### src/rtl/scan_plane_pkg.sv
// Shared definitions for the scanout plane address validator.
// Assumes: class codes and error bit positions are fixed by the block's contract.
package scan_plane_pkg;

    typedef enum logic [2:0] {
        FMT_PACKED    = 3'd0,
        FMT_SEMI      = 3'd1,
        FMT_PLANAR    = 3'd2,
        FMT_PLANAR_SW = 3'd3,
        FMT_ALPHA     = 3'd4
    } fmt_e;

    localparam int ERR_W      = 5;
    localparam int ERR_ALIGN  = 0;
    localparam int ERR_RANGE  = 1;
    localparam int ERR_PITCH  = 2;
    localparam int ERR_ORIGIN = 3;
    localparam int ERR_MISM   = 4;

endpackage

### src/rtl/plane_addr.sv
// Start address of one memory plane: base + offset + pitch*y + bytes*x.
// The products and the base sum are registered on load; the final sum is
// combinational from those registers. Assumes modulo-2^ADDR_W arithmetic.
module plane_addr #(
    parameter int ADDR_W  = 32,
    parameter int PITCH_W = 16,
    parameter int COORD_W = 12,
    parameter int BPP_W   = 3
) (
    input  logic               clk,
    input  logic               rst_n,
    input  logic               load,
    input  logic [ADDR_W-1:0]  base,
    input  logic [ADDR_W-1:0]  off,
    input  logic [PITCH_W-1:0] pitch,
    input  logic [BPP_W-1:0]   bpp,
    input  logic [COORD_W-1:0] x,
    input  logic [COORD_W-1:0] y,
    output logic [ADDR_W-1:0]  addr
);
    localparam int ROW_W = PITCH_W + COORD_W;
    localparam int COL_W = BPP_W + COORD_W;

    logic [ROW_W-1:0]  row_full;
    logic [COL_W-1:0]  col_full;
    logic [ADDR_W-1:0] sum_q, row_q, col_q;

    // Full-width products of the current request.
    always_comb begin
        row_full = ROW_W'(pitch) * ROW_W'(y);
        col_full = COL_W'(bpp) * COL_W'(x);
    end

    // Capture the three address terms when a request is loaded.
    always_ff @(posedge clk) begin
        if (!rst_n) begin
            sum_q <= '0;
            row_q <= '0;
            col_q <= '0;
        end else if (load) begin
            sum_q <= base + off;
            row_q <= ADDR_W'(row_full);
            col_q <= ADDR_W'(col_full);
        end
    end

    // Final address from the registered terms.
    assign addr = sum_q + row_q + col_q;

endmodule

### src/rtl/addr_check.sv
// Combinational checks on the computed addresses: offsets from luma,
// alignment, offset range, pitch limits, origin parity, pitch mismatch,
// and priority selection of a single error bit.
// Assumes subsampling factors are 1 or 2 and all inputs are stable.
module addr_check
    import scan_plane_pkg::*;
#(
    parameter int          ADDR_W    = 32,
    parameter int          PITCH_W   = 16,
    parameter int          FW_W      = 14,
    parameter int          BPP_W     = 3,
    parameter int          MAX_PITCH = 16384,
    parameter logic [31:0] MAX_OFF   = 32'h00FF_FFF8
) (
    input  fmt_e               cls,
    input  logic               hs,
    input  logic               vs,
    input  logic               x_lsb,
    input  logic               y_lsb,
    input  logic [FW_W-1:0]    fw,
    input  logic [BPP_W-1:0]   bpp0,
    input  logic [ADDR_W-1:0]  off0,
    input  logic [PITCH_W-1:0] p0,
    input  logic [PITCH_W-1:0] p1,
    input  logic [PITCH_W-1:0] p2,
    input  logic [ADDR_W-1:0]  luma,
    input  logic [ADDR_W-1:0]  c1,
    input  logic [ADDR_W-1:0]  c2,
    output logic [ADDR_W-1:0]  u_off,
    output logic [ADDR_W-1:0]  v_off,
    output logic [ADDR_W-1:0]  alpha,
    output logic [ERR_W-1:0]   err
);
    localparam int W1 = ADDR_W + 1;

    logic [W1-1:0]   d1, d2, need, have;
    logic [FW_W:0]   fw_rnd;
    logic            is_chroma, is_planar, is_alpha, uses_p1;
    logic            bad1, bad2;
    logic            e_pitch, e_mism, e_orig, e_align, e_range;
    logic [ERR_W-1:0] raw;

    function automatic logic pitch_ok(input logic [PITCH_W-1:0] p);
        return (p != '0) && (32'(p) <= MAX_PITCH);
    endfunction

    // Class decode and signed distances of chroma starts from luma.
    always_comb begin
        is_planar = (cls == FMT_PLANAR) || (cls == FMT_PLANAR_SW);
        is_chroma = is_planar || (cls == FMT_SEMI);
        is_alpha  = (cls == FMT_ALPHA);
        uses_p1   = is_chroma || is_alpha;
        d1 = {1'b0, c1} - {1'b0, luma};
        d2 = {1'b0, c2} - {1'b0, luma};
        bad1 = d1[ADDR_W] || (d1[ADDR_W-1:0] > ADDR_W'(MAX_OFF));
        bad2 = d2[ADDR_W] || (d2[ADDR_W-1:0] > ADDR_W'(MAX_OFF));
    end

    // Route offsets and the alpha address by class.
    always_comb begin
        u_off = '0;
        v_off = '0;
        alpha = '0;
        case (cls)
            FMT_SEMI: begin
                u_off = d1[ADDR_W-1:0];
                v_off = d1[ADDR_W-1:0];
            end
            FMT_PLANAR: begin
                u_off = d1[ADDR_W-1:0];
                v_off = d2[ADDR_W-1:0];
            end
            FMT_PLANAR_SW: begin
                u_off = d2[ADDR_W-1:0];
                v_off = d1[ADDR_W-1:0];
            end
            FMT_ALPHA: alpha = c1;
            default: ;
        endcase
    end

    // Raw error conditions.
    always_comb begin
        fw_rnd = ({1'b0, fw} + (FW_W+1)'(7)) & ~(FW_W+1)'(7);
        need   = W1'(fw_rnd) * W1'(bpp0);
        have   = W1'(p0) + {1'b0, off0};
        e_pitch = !pitch_ok(p0) || (need > have) || (uses_p1 && !pitch_ok(p1));
        e_mism  = is_planar && (p1 != p2);
        e_orig  = is_chroma && ((hs && x_lsb) || (vs && y_lsb));
        e_align = (luma[2:0] != 3'd0)
                || (is_chroma && (d1[2:0] != 3'd0))
                || (is_planar && (d2[2:0] != 3'd0))
                || (is_alpha && (c1[2:0] != 3'd0));
        e_range = (is_chroma && bad1) || (is_planar && bad2);
        raw = '0;
        raw[ERR_PITCH]  = e_pitch;
        raw[ERR_MISM]   = e_mism;
        raw[ERR_ORIGIN] = e_orig;
        raw[ERR_ALIGN]  = e_align;
        raw[ERR_RANGE]  = e_range;
    end

    // Keep only the highest-priority error bit.
    always_comb begin
        err = '0;
        if (raw[ERR_PITCH])       err[ERR_PITCH]  = 1'b1;
        else if (raw[ERR_MISM])   err[ERR_MISM]   = 1'b1;
        else if (raw[ERR_ORIGIN]) err[ERR_ORIGIN] = 1'b1;
        else if (raw[ERR_ALIGN])  err[ERR_ALIGN]  = 1'b1;
        else if (raw[ERR_RANGE])  err[ERR_RANGE]  = 1'b1;
    end

    // the selected code never carries more than one bit.
    always_comb begin
        a_r11_single_err: assert ($onehot0(err));
    end

endmodule

### src/rtl/scan_plane_addr.sv
// Top of the scanout plane address validator. Stage 1 registers the request
// and the per-plane address terms; stage 2 registers checked results and
// pulses done. Assumes start is a single-cycle request; a new start may
// follow every cycle.
module scan_plane_addr
    import scan_plane_pkg::*;
#(
    parameter int          ADDR_W    = 32,
    parameter int          PITCH_W   = 16,
    parameter int          COORD_W   = 12,
    parameter int          FW_W      = 14,
    parameter int          BPP_W     = 3,
    parameter int          N_PLANES  = 3,
    parameter int          MAX_PITCH = 16384,
    parameter logic [31:0] MAX_OFF   = 32'h00FF_FFF8
) (
    input  logic               clk,
    input  logic               rst_n,
    input  logic               start,
    input  logic [2:0]         fmt_cls,
    input  logic               sub_h,
    input  logic               sub_v,
    input  logic [COORD_W-1:0] src_x,
    input  logic [COORD_W-1:0] src_y,
    input  logic [FW_W-1:0]    frame_w,
    input  logic [BPP_W-1:0]   pix_bytes,
    input  logic [BPP_W-1:0]   chroma_bytes,
    input  logic [ADDR_W-1:0]  base0,
    input  logic [ADDR_W-1:0]  base1,
    input  logic [ADDR_W-1:0]  base2,
    input  logic [ADDR_W-1:0]  off0,
    input  logic [ADDR_W-1:0]  off1,
    input  logic [ADDR_W-1:0]  off2,
    input  logic [PITCH_W-1:0] pitch0,
    input  logic [PITCH_W-1:0] pitch1,
    input  logic [PITCH_W-1:0] pitch2,
    output logic               done,
    output logic               valid,
    output logic [ADDR_W-1:0]  luma_addr,
    output logic [ADDR_W-1:0]  u_off,
    output logic [ADDR_W-1:0]  v_off,
    output logic [ADDR_W-1:0]  alpha_addr,
    output logic [ERR_W-1:0]   err_code
);
    logic [ADDR_W-1:0]  base_a  [N_PLANES];
    logic [ADDR_W-1:0]  off_a   [N_PLANES];
    logic [PITCH_W-1:0] pitch_a [N_PLANES];
    logic [ADDR_W-1:0]  addr_a  [N_PLANES];

    fmt_e               cls_in, cls_q;
    logic               busy_q, hs_q, vs_q, xl_q, yl_q;
    logic [FW_W-1:0]    fw_q;
    logic [BPP_W-1:0]   bpp0_q;
    logic [ADDR_W-1:0]  off0_q;
    logic [PITCH_W-1:0] p0_q, p1_q, p2_q;
    logic [ADDR_W-1:0]  u_nxt, v_nxt, a_nxt;
    logic [ERR_W-1:0]   err_nxt;

    assign cls_in = fmt_e'(fmt_cls);

    // Gather per-plane inputs into arrays for the generated address units.
    always_comb begin
        base_a[0] = base0;  base_a[1] = base1;  base_a[2] = base2;
        off_a[0]  = off0;   off_a[1]  = off1;   off_a[2]  = off2;
        pitch_a[0] = pitch0; pitch_a[1] = pitch1; pitch_a[2] = pitch2;
    end

    // One address unit per plane; secondary planes use the chroma origin,
    // except the alpha plane, which uses the full-resolution origin.
    for (genvar p = 0; p < N_PLANES; p++) begin : g_plane
        logic [COORD_W-1:0] px, py;
        logic [BPP_W-1:0]   pb;
        if (p == 0) begin : g_luma
            assign px = src_x;
            assign py = src_y;
            assign pb = pix_bytes;
        end else begin : g_chroma
            assign px = (sub_h && cls_in != FMT_ALPHA) ? (src_x >> 1) : src_x;
            assign py = (sub_v && cls_in != FMT_ALPHA) ? (src_y >> 1) : src_y;
            assign pb = chroma_bytes;
        end
        plane_addr #(
            .ADDR_W(ADDR_W), .PITCH_W(PITCH_W),
            .COORD_W(COORD_W), .BPP_W(BPP_W)
        ) u_addr (
            .clk(clk), .rst_n(rst_n), .load(start),
            .base(base_a[p]), .off(off_a[p]), .pitch(pitch_a[p]),
            .bpp(pb), .x(px), .y(py), .addr(addr_a[p])
        );
    end

    // Stage 1: hold the request fields the checks need.
    always_ff @(posedge clk) begin
        if (!rst_n) begin
            busy_q <= 1'b0;
            cls_q  <= FMT_PACKED;
            hs_q   <= 1'b0;
            vs_q   <= 1'b0;
            xl_q   <= 1'b0;
            yl_q   <= 1'b0;
            fw_q   <= '0;
            bpp0_q <= '0;
            off0_q <= '0;
            p0_q   <= '0;
            p1_q   <= '0;
            p2_q   <= '0;
        end else begin
            busy_q <= start;
            if (start) begin
                cls_q  <= cls_in;
                hs_q   <= sub_h;
                vs_q   <= sub_v;
                xl_q   <= src_x[0];
                yl_q   <= src_y[0];
                fw_q   <= frame_w;
                bpp0_q <= pix_bytes;
                off0_q <= off0;
                p0_q   <= pitch0;
                p1_q   <= pitch1;
                p2_q   <= pitch2;
            end
        end
    end

    addr_check #(
        .ADDR_W(ADDR_W), .PITCH_W(PITCH_W), .FW_W(FW_W), .BPP_W(BPP_W),
        .MAX_PITCH(MAX_PITCH), .MAX_OFF(MAX_OFF)
    ) u_check (
        .cls(cls_q), .hs(hs_q), .vs(vs_q), .x_lsb(xl_q), .y_lsb(yl_q),
        .fw(fw_q), .bpp0(bpp0_q), .off0(off0_q),
        .p0(p0_q), .p1(p1_q), .p2(p2_q),
        .luma(addr_a[0]), .c1(addr_a[1]), .c2(addr_a[2]),
        .u_off(u_nxt), .v_off(v_nxt), .alpha(a_nxt), .err(err_nxt)
    );

    // Stage 2: register results and strobe done; values hold otherwise.
    always_ff @(posedge clk) begin
        if (!rst_n) begin
            done       <= 1'b0;
            valid      <= 1'b0;
            luma_addr  <= '0;
            u_off      <= '0;
            v_off      <= '0;
            alpha_addr <= '0;
            err_code   <= '0;
        end else begin
            done <= busy_q;
            if (busy_q) begin
                valid      <= (err_nxt == '0);
                luma_addr  <= addr_a[0];
                u_off      <= u_nxt;
                v_off      <= v_nxt;
                alpha_addr <= a_nxt;
                err_code   <= err_nxt;
            end
        end
    end

    // a start yields done two edges later.
    a_r1_done_due: assert property (@(posedge clk) disable iff (!rst_n)
        start |-> ##2 done);

    // done only follows a start.
    a_r1_no_stray_done: assert property (@(posedge clk) disable iff (!rst_n)
        done |-> $past(start, 2));

    // results hold between strobes.
    a_r1_hold: assert property (@(posedge clk) disable iff (!rst_n)
        !done |=> (done || $stable(luma_addr)));

    // an accepted result has an 8-byte aligned luma address.
    a_r6_luma_aligned: assert property (@(posedge clk) disable iff (!rst_n)
        (done && valid) |-> (luma_addr[2:0] == 3'd0));

    // an accepted result keeps both offsets within range.
    a_r7_off_bound: assert property (@(posedge clk) disable iff (!rst_n)
        (done && valid) |-> ((u_off <= ADDR_W'(MAX_OFF)) && (v_off <= ADDR_W'(MAX_OFF))));

    // at most one error bit on a strobe.
    a_r11_onehot: assert property (@(posedge clk) disable iff (!rst_n)
        done |-> $onehot0(err_code));

endmodule

### config.mk
export PLATFORM = sky130hd
export DESIGN_NAME = scan_plane_addr
export DESIGN_NICKNAME = d
export VERILOG_FILES = /design/src/rtl/scan_plane_pkg.sv /design/src/rtl/plane_addr.sv /design/src/rtl/addr_check.sv /design/src/rtl/scan_plane_addr.sv
export SDC_FILE = /design/constraint.sdc
export NUM_CORES = 2
export LEC_CHECK = 0
export ABC_CLOCK_PERIOD_IN_PS = 6800
export CAP_MARGIN = 20
export CORE_UTILIZATION = 44
export CTS_BUF_LIST = sky130_fd_sc_hd__clkbuf_4
export DETAILED_ROUTE_END_ITERATION = 7
export GPL_TIMING_DRIVEN = 1
export PLACE_DENSITY = 0.65
export SYNTH_ARGS = -nofsm -noshare
export SYNTH_HDL_FRONTEND = slang
export SYNTH_HIERARCHICAL = 1
export SYNTH_SLANG_ARGS = --single-unit
### constraint.sdc
create_clock -name clk -period 6.8 [get_ports clk]
set_input_delay 0.68 -clock clk [delete_from_list [all_inputs] [get_ports clk]]
set_output_delay 0.68 -clock clk [all_outputs]
set_load 0.1 [all_outputs]
Yosys cells after proc, flatten, opt, wreduce, memory -nomap -nowiden --
Cells that the tools add are included. W data, S select, Z words.
Cells by class: add/subtract/negate cells 13, multipliers 6, $lt $le $gt $ge 5, eq/ne operators 6, muxes and demuxes 16, reductions and logical operators 37
Operator list (number):
- $pmux W32 S2 | 2
- $add A32 B15 Y32 | 3
- $add A32 B28 Y32 | 3
- $add A32 B32 Y32 | 3
- $mul A16 B12 Y28 | 3
- $sub A32 B32 Y33 | 2
- $gt A32 B24 Y1 const B | 2
- $add A16 B32 Y33 | 1
- $gt A18 B33 Y1 | 1
- $le A16 B15 Y1 const B | 2
- $mux W32 | 1
- $reduce_bool A16 Y1 | 2
- $mul A3 B12 Y15 | 2
- $mux W12 | 2
- $ne A16 B16 Y1 | 1
- $add A14 B3 Y15 const B | 1
- $mul A12 B3 Y15 | 1
- $logic_and A1 B1 Y1 | 14
- $logic_or A1 B1 Y1 | 12
- $reduce_bool A3 Y1 | 4
- $mux W2 | 4
- $mux W1 | 7
- $eq A3 B2 Y1 const B | 2
- $logic_not A5 Y1 | 1
- other kinds (5) | 7
Word-level totals: register bits 450, bits of input ports 292, output and inout port bits 135, word-level logic and storage cells 110

Logic depth before layout (Yosys ltp) --
word-level depth 13, mapped depth 34, mapped depth without buffers 34

By module --
The synthesis kept the hierarchy.
By module, submodules not included:
- plane_addr (g_plane[2].u_addr) | times used 1, cells each 1649, area each 13379.1 um^2
- plane_addr (g_plane[1].u_addr) | times used 1, cells each 1617, area each 13300.3 um^2
- plane_addr (g_plane[0].u_addr) | times used 1, cells each 1565, area each 13215.2 um^2
- scan_plane_addr | times used 1, cells each 878, area each 9761.9 um^2
- addr_check | times used 1, cells each 1115, area each 7489.7 um^2

Least setup slack after synthesis --
Ideal clock, no wire load.
path type in2reg, start point in sub_v, end point reg g_plane[2].u_addr.row_q[27], arrival 6.351 ns, required time 6.683 ns, path slack 0.332 ns, stages on the path 21, path buffers 2, cell sequence buf_1 > nand2_1 > o211ai_1 > clkbuf_1 > nand2_1 > fa_1 > fa_1 > fa_1 > inv_1 > fa_1 > inv_1 > fa_1 > inv_1 > ha_1 > and4_4 > or3b_1 > nand4b_1 > a21boi_2 > nor3_1 > or4_1 > a32o_1
On the way: word-level cells in the longest chain between the ends 3
Ends and longest elaborated chain:
- start, declared | RTL line scan_plane_addr.sv:22 | input logic sub_v,
- $logic_and A1 B1 Y1
- $mux W12
- via g_plane[1].py[3] | RTL line scan_plane_addr.sv:71 | logic [COORD_W-1:0] px, py;
- $mul A16 B12 Y28 | RTL line plane_addr.sv:30 | row_full = ROW_W'(pitch) * ROW_W'(y);
- end signal, assigned | RTL line plane_addr.sv:42 | row_q <= ADDR_W'(row_full);
- end, declared | RTL line plane_addr.sv:26 | logic [ADDR_W-1:0] sum_q, row_q, col_q;
The timed path passes the listed nets, and every way through them passes these cells. A chain may end at the register's enable or synchronous reset.

==> impl_metrics.csv <==
group,metric,value,unit
routing,num_vias,51500,
clock_tree,cts_root_buffer,"clkbuf_4",
critical_path,crit_path_start_kind,"flip-flop",
clock_tree,cts_tree,"done",
power,finalPower,30.3,mW
critical_path,cp_data_required_time,7.84,ns
synth,synthFlopType,"dfxtp_1",
critical_path,cp.arrival,7.62,ns
critical_path,rrSetupSlack,0.21,ns
clock_tree,clkLatencyLatePin,1.15,ns
floorplanning,die_area,131000,µm²
clock_tree,clk_pin_slew_worst_paths,0.07,ns
synth,synth_nets,8199,
synth,postSynth.asyncResetShare,0,%
clock_tree,numCtsBuffers,142,
routing,drt_iter0_markers,4107,
layout,nFillCells,12200,
critical_path,end_kind,"flip-flop",
floorplanning,fp.dieW,362,µm
synth,yosys_warnings,6,
clock_tree,htree_levels,4,
synth,synth.cell_area,57100,µm²
sta,period_share,96.8,%
place,io_buffers,426,
floorplanning,coreArea,128000,µm²
floorplanning,pin_count,427,
synth,synth_seq_cells,465,
sta,worst_slew_pin_slew,1.13,ns
worst_hold_path,holdPathEnd,"fw_q[12]",
floorplanning,die_h,362,µm
grt,antenna_found_initial,17,
worst_hold_path,worstHoldStart,"frame_w[12]",
critical_path,r2r-start,"g_plane[0].u_addr/sum_q[0]",
worst_hold_path,hold_path_depth,3,
sta,hold_viol,0,
synth,syn_area_per_cell,8.37,µm²
grt,grt_pass1_vias,50700,
floorplanning,rows,131,
routing,drcViolationCount,0,
routing,ant_nets,0,
sta,setup_violations,0,
layout,multi_input_area,44000,µm²
layout,regArea,9320,µm²
critical_path,worstReg2RegEnd,"err_code[1]",
synth,ys_seq_area_share,16.3,%
layout,syn_to_final_growth,18.5,%
sta,rsz0062_at_grt,"true",
grt,grt_pass1_wl,287,mm
sta,max_clock_freq,152,MHz
sta,slew_violations,0,
synth,synth.distinct_cells,101,
critical_path,crit_top_cell,"inv_1",
sta,fin_crit,6.59,ns
place,finalWeightedCongestion,0.952,
critical_path,cp_slowest_cell,"or4_1",
critical_path,path_buf_inv,6,
routing,routed_wl,184,mm
synth,netlist_instances,6824,
synth,synth_edf_count,0,
grt,grt.total_usage,27.8,%
sta,setup-tns-final,0,ns
routing,viasPerCell,5.51,
grt,grt.overflow.total,0,
critical_path,reg2regPathDepth,28,
routing,post_drt_wl_per_cell,19.7,µm
power,p_leak,32.1,nW
floorplanning,start_util,44.6,%
critical_path,critPathMaxStageDelay,0.56,ns
clock_tree,cts_num_sinks,465,
power,p_per_area,447,nW/µm²
sta,slew_headroom,24.4,%
layout,drive_gt1_share,9.63,%
flow_run,drv_cap,0,
critical_path,cp_num_cells,28,
power,vdd_drop_max,0.000414,V
grt,grt_max_degree,205,
layout,final_nets,8870,
worst_hold_path,worstHoldPathType,"input pin to flip-flop",
clock_tree,clockBufferDepth,3,
sta,skew,0.101,ns
critical_path,cp_max_fo,4,
critical_path,crit_type,"flip-flop to flip-flop",
critical_path,cp_top_family,"compound AO/OA/AOI/OAI gates",
routing,first_pass_iters,6,
status,status,"finished, final reports clean",
place,hpwl,151,mm
==> layout by cell type (no fill, tap or decap), drive strengths merged, types with 33 or more instances in the layout <==
master | synthesis | final
nand3 | 91 | 91
a21oi | 359 | 359
o21a | 48 | 48
dfxtp | 465 | 465
buf | 58 | 406
o21ai | 268 | 268
a31oi | 46 | 46
inv | 754 | 760
fa | 518 | 518
o21bai | 33 | 33
o211ai | 61 | 61
ha | 565 | 565
and3 | 74 | 74
a21o | 174 | 174
nor3 | 56 | 56
and2 | 247 | 247
nor2b | 372 | 372
nand4 | 60 | 60
nor2 | 252 | 252
clkbuf | 245 | 190
nand2 | 837 | 837
xnor2 | 199 | 199
clkinv | 0 | 41
xor2 | 143 | 143
mux2i | 344 | 344
a211oi | 48 | 48
clkdlybuf4s50 | 0 | 420
nand2b | 67 | 67
o22ai | 69 | 69
==> kinds of logic (layout without fill, tap and decap cells) <==
logic type / count (synthesis) / after routing / synth area share [%]
AO/OA/AOI/OAI: 1320 / 1320 / 15.0
XOR/XNOR: 342 / 342 / 5.24
adder cells (fa/ha/maj): 1083 / 1083 / 30.5
buffers and inverters: 1057 / 1827 / 7.23
flip-flops: 465 / 465 / 16.3
multiplexers: 350 / 350 / 6.14
other: 0 / 11 / 0
AND/OR/NAND/NOR: 2207 / 2207 / 19.5
==> cells in the mapped netlist (all sizes together) (23+ instances only) <==
| cell | number | area (µm²) |
|---|---|---|
| dfxtp | 465 | 9310 |
| o22ai | 69 | 432 |
| mux2i | 344 | 3440 |
| o21bai | 33 | 248 |
| o21a | 48 | 360 |
| nand4bb | 23 | 259 |
| xor2 | 143 | 1250 |
| o31ai | 24 | 185 |
| clkbuf | 245 | 921 |
| ha | 565 | 7070 |
| nand2b | 67 | 419 |
| nor3 | 56 | 285 |
| nand4 | 60 | 375 |
| a31oi | 46 | 288 |
| nand2 | 837 | 3140 |
| o21ai | 268 | 1350 |
| a21oi | 359 | 1800 |
| nand3 | 91 | 455 |
| nor2 | 252 | 946 |
| o211ai | 61 | 458 |
| a21o | 174 | 1310 |
| a211oi | 48 | 375 |
| fa | 518 | 10400 |
| nor4 | 23 | 144 |
| buf | 58 | 378 |
| xnor2 | 199 | 1740 |
| inv | 754 | 2830 |
| and3 | 74 | 463 |
| and2 | 247 | 1550 |
| nor2b | 372 | 2330 |
==> timing repair <==
action,CTS,global route
gates cloned,0,0
hold buffers,3,0
endpoints found under the hold margin,70,0
pin swaps,0,29
setup endpoints to repair,1,6
resized for setup,3,62
buffers inserted,0,7
==> metal layers <==
metal  vias to the layer above  track usage [%]  wire, µm
met5                         -                0       105
met4                        16             9.04      5310
met3                       309             4.97     13700
met2                      1756             42.5     79500
met1                     24900             39.4     85600
li1                      24500                -         -
==> tightest hold or removal path: cells and delay by family <==
kind                   cells  cell delay, ns
and+or+nand+nor            1            0.06
buffers and inverters      1            0.39
muxes                      1            0.13
==> cell type report <==
cell class                      count  share of cell area (%)
Antenna cell                       11                  0.0407
Inverter                          754                    4.18
Timing Repair Buffer              830                    11.3
Multi-Input combinational cell   5302                    64.9
Clock buffer                      190                    2.11
Clock inverter                     53                   0.432
Sequential cell                   465                    13.8
Tap cell                         1729                    3.20
==> power by group <==
part / switching [mW] / internal [mW]
registers: 0.385 / 3.12
logic: 13.7 / 10.3
clock network: 1.41 / 1.35
==> worst max path at each step <==
stage | from | end
after floorplan | sub_v | g_plane[2].u_addr/row_q[27]
after global placement | fmt_cls[2] | g_plane[2].u_addr/row_q[27]
after detailed placement | fmt_cls[2] | g_plane[2].u_addr/row_q[27]
after CTS | fw_q[2] | valid
after global routing | fw_q[1] | valid
final | g_plane[0].u_addr/sum_q[0] | err_code[1]
==> metrics by stage <==
step,worst slack (ns),cell area (µm²),hold WS [ns],util [%],std cells
2_1_floorplan,0.332,57100,0.429,-,6824
3_3_place_gp,-0.0649,65600,0.442,51.2,9068
3_5_place_dp,-0.152,65600,0.453,51.2,9068
4_1_cts,0.0433,67400,0.0357,52.5,9314
5_1_grt,-0.0584,67700,0.117,52.8,9328
6_report,0.215,67700,0.196,52.8,9334
==> state kept, by name, indices dropped and copies added (netlist names), 5 cells and up <==
signal	flops
err_code	5
u_off	32
v_off	32
g_plane.u_addr/col_q	45
p2_q	16
p1_q	16
luma_addr	32
fw_q	14
off0_q	32
g_plane.u_addr/sum_q	96
p0_q	16
alpha_addr	32
g_plane.u_addr/row_q	84
(Power assumes the default switching activity.)
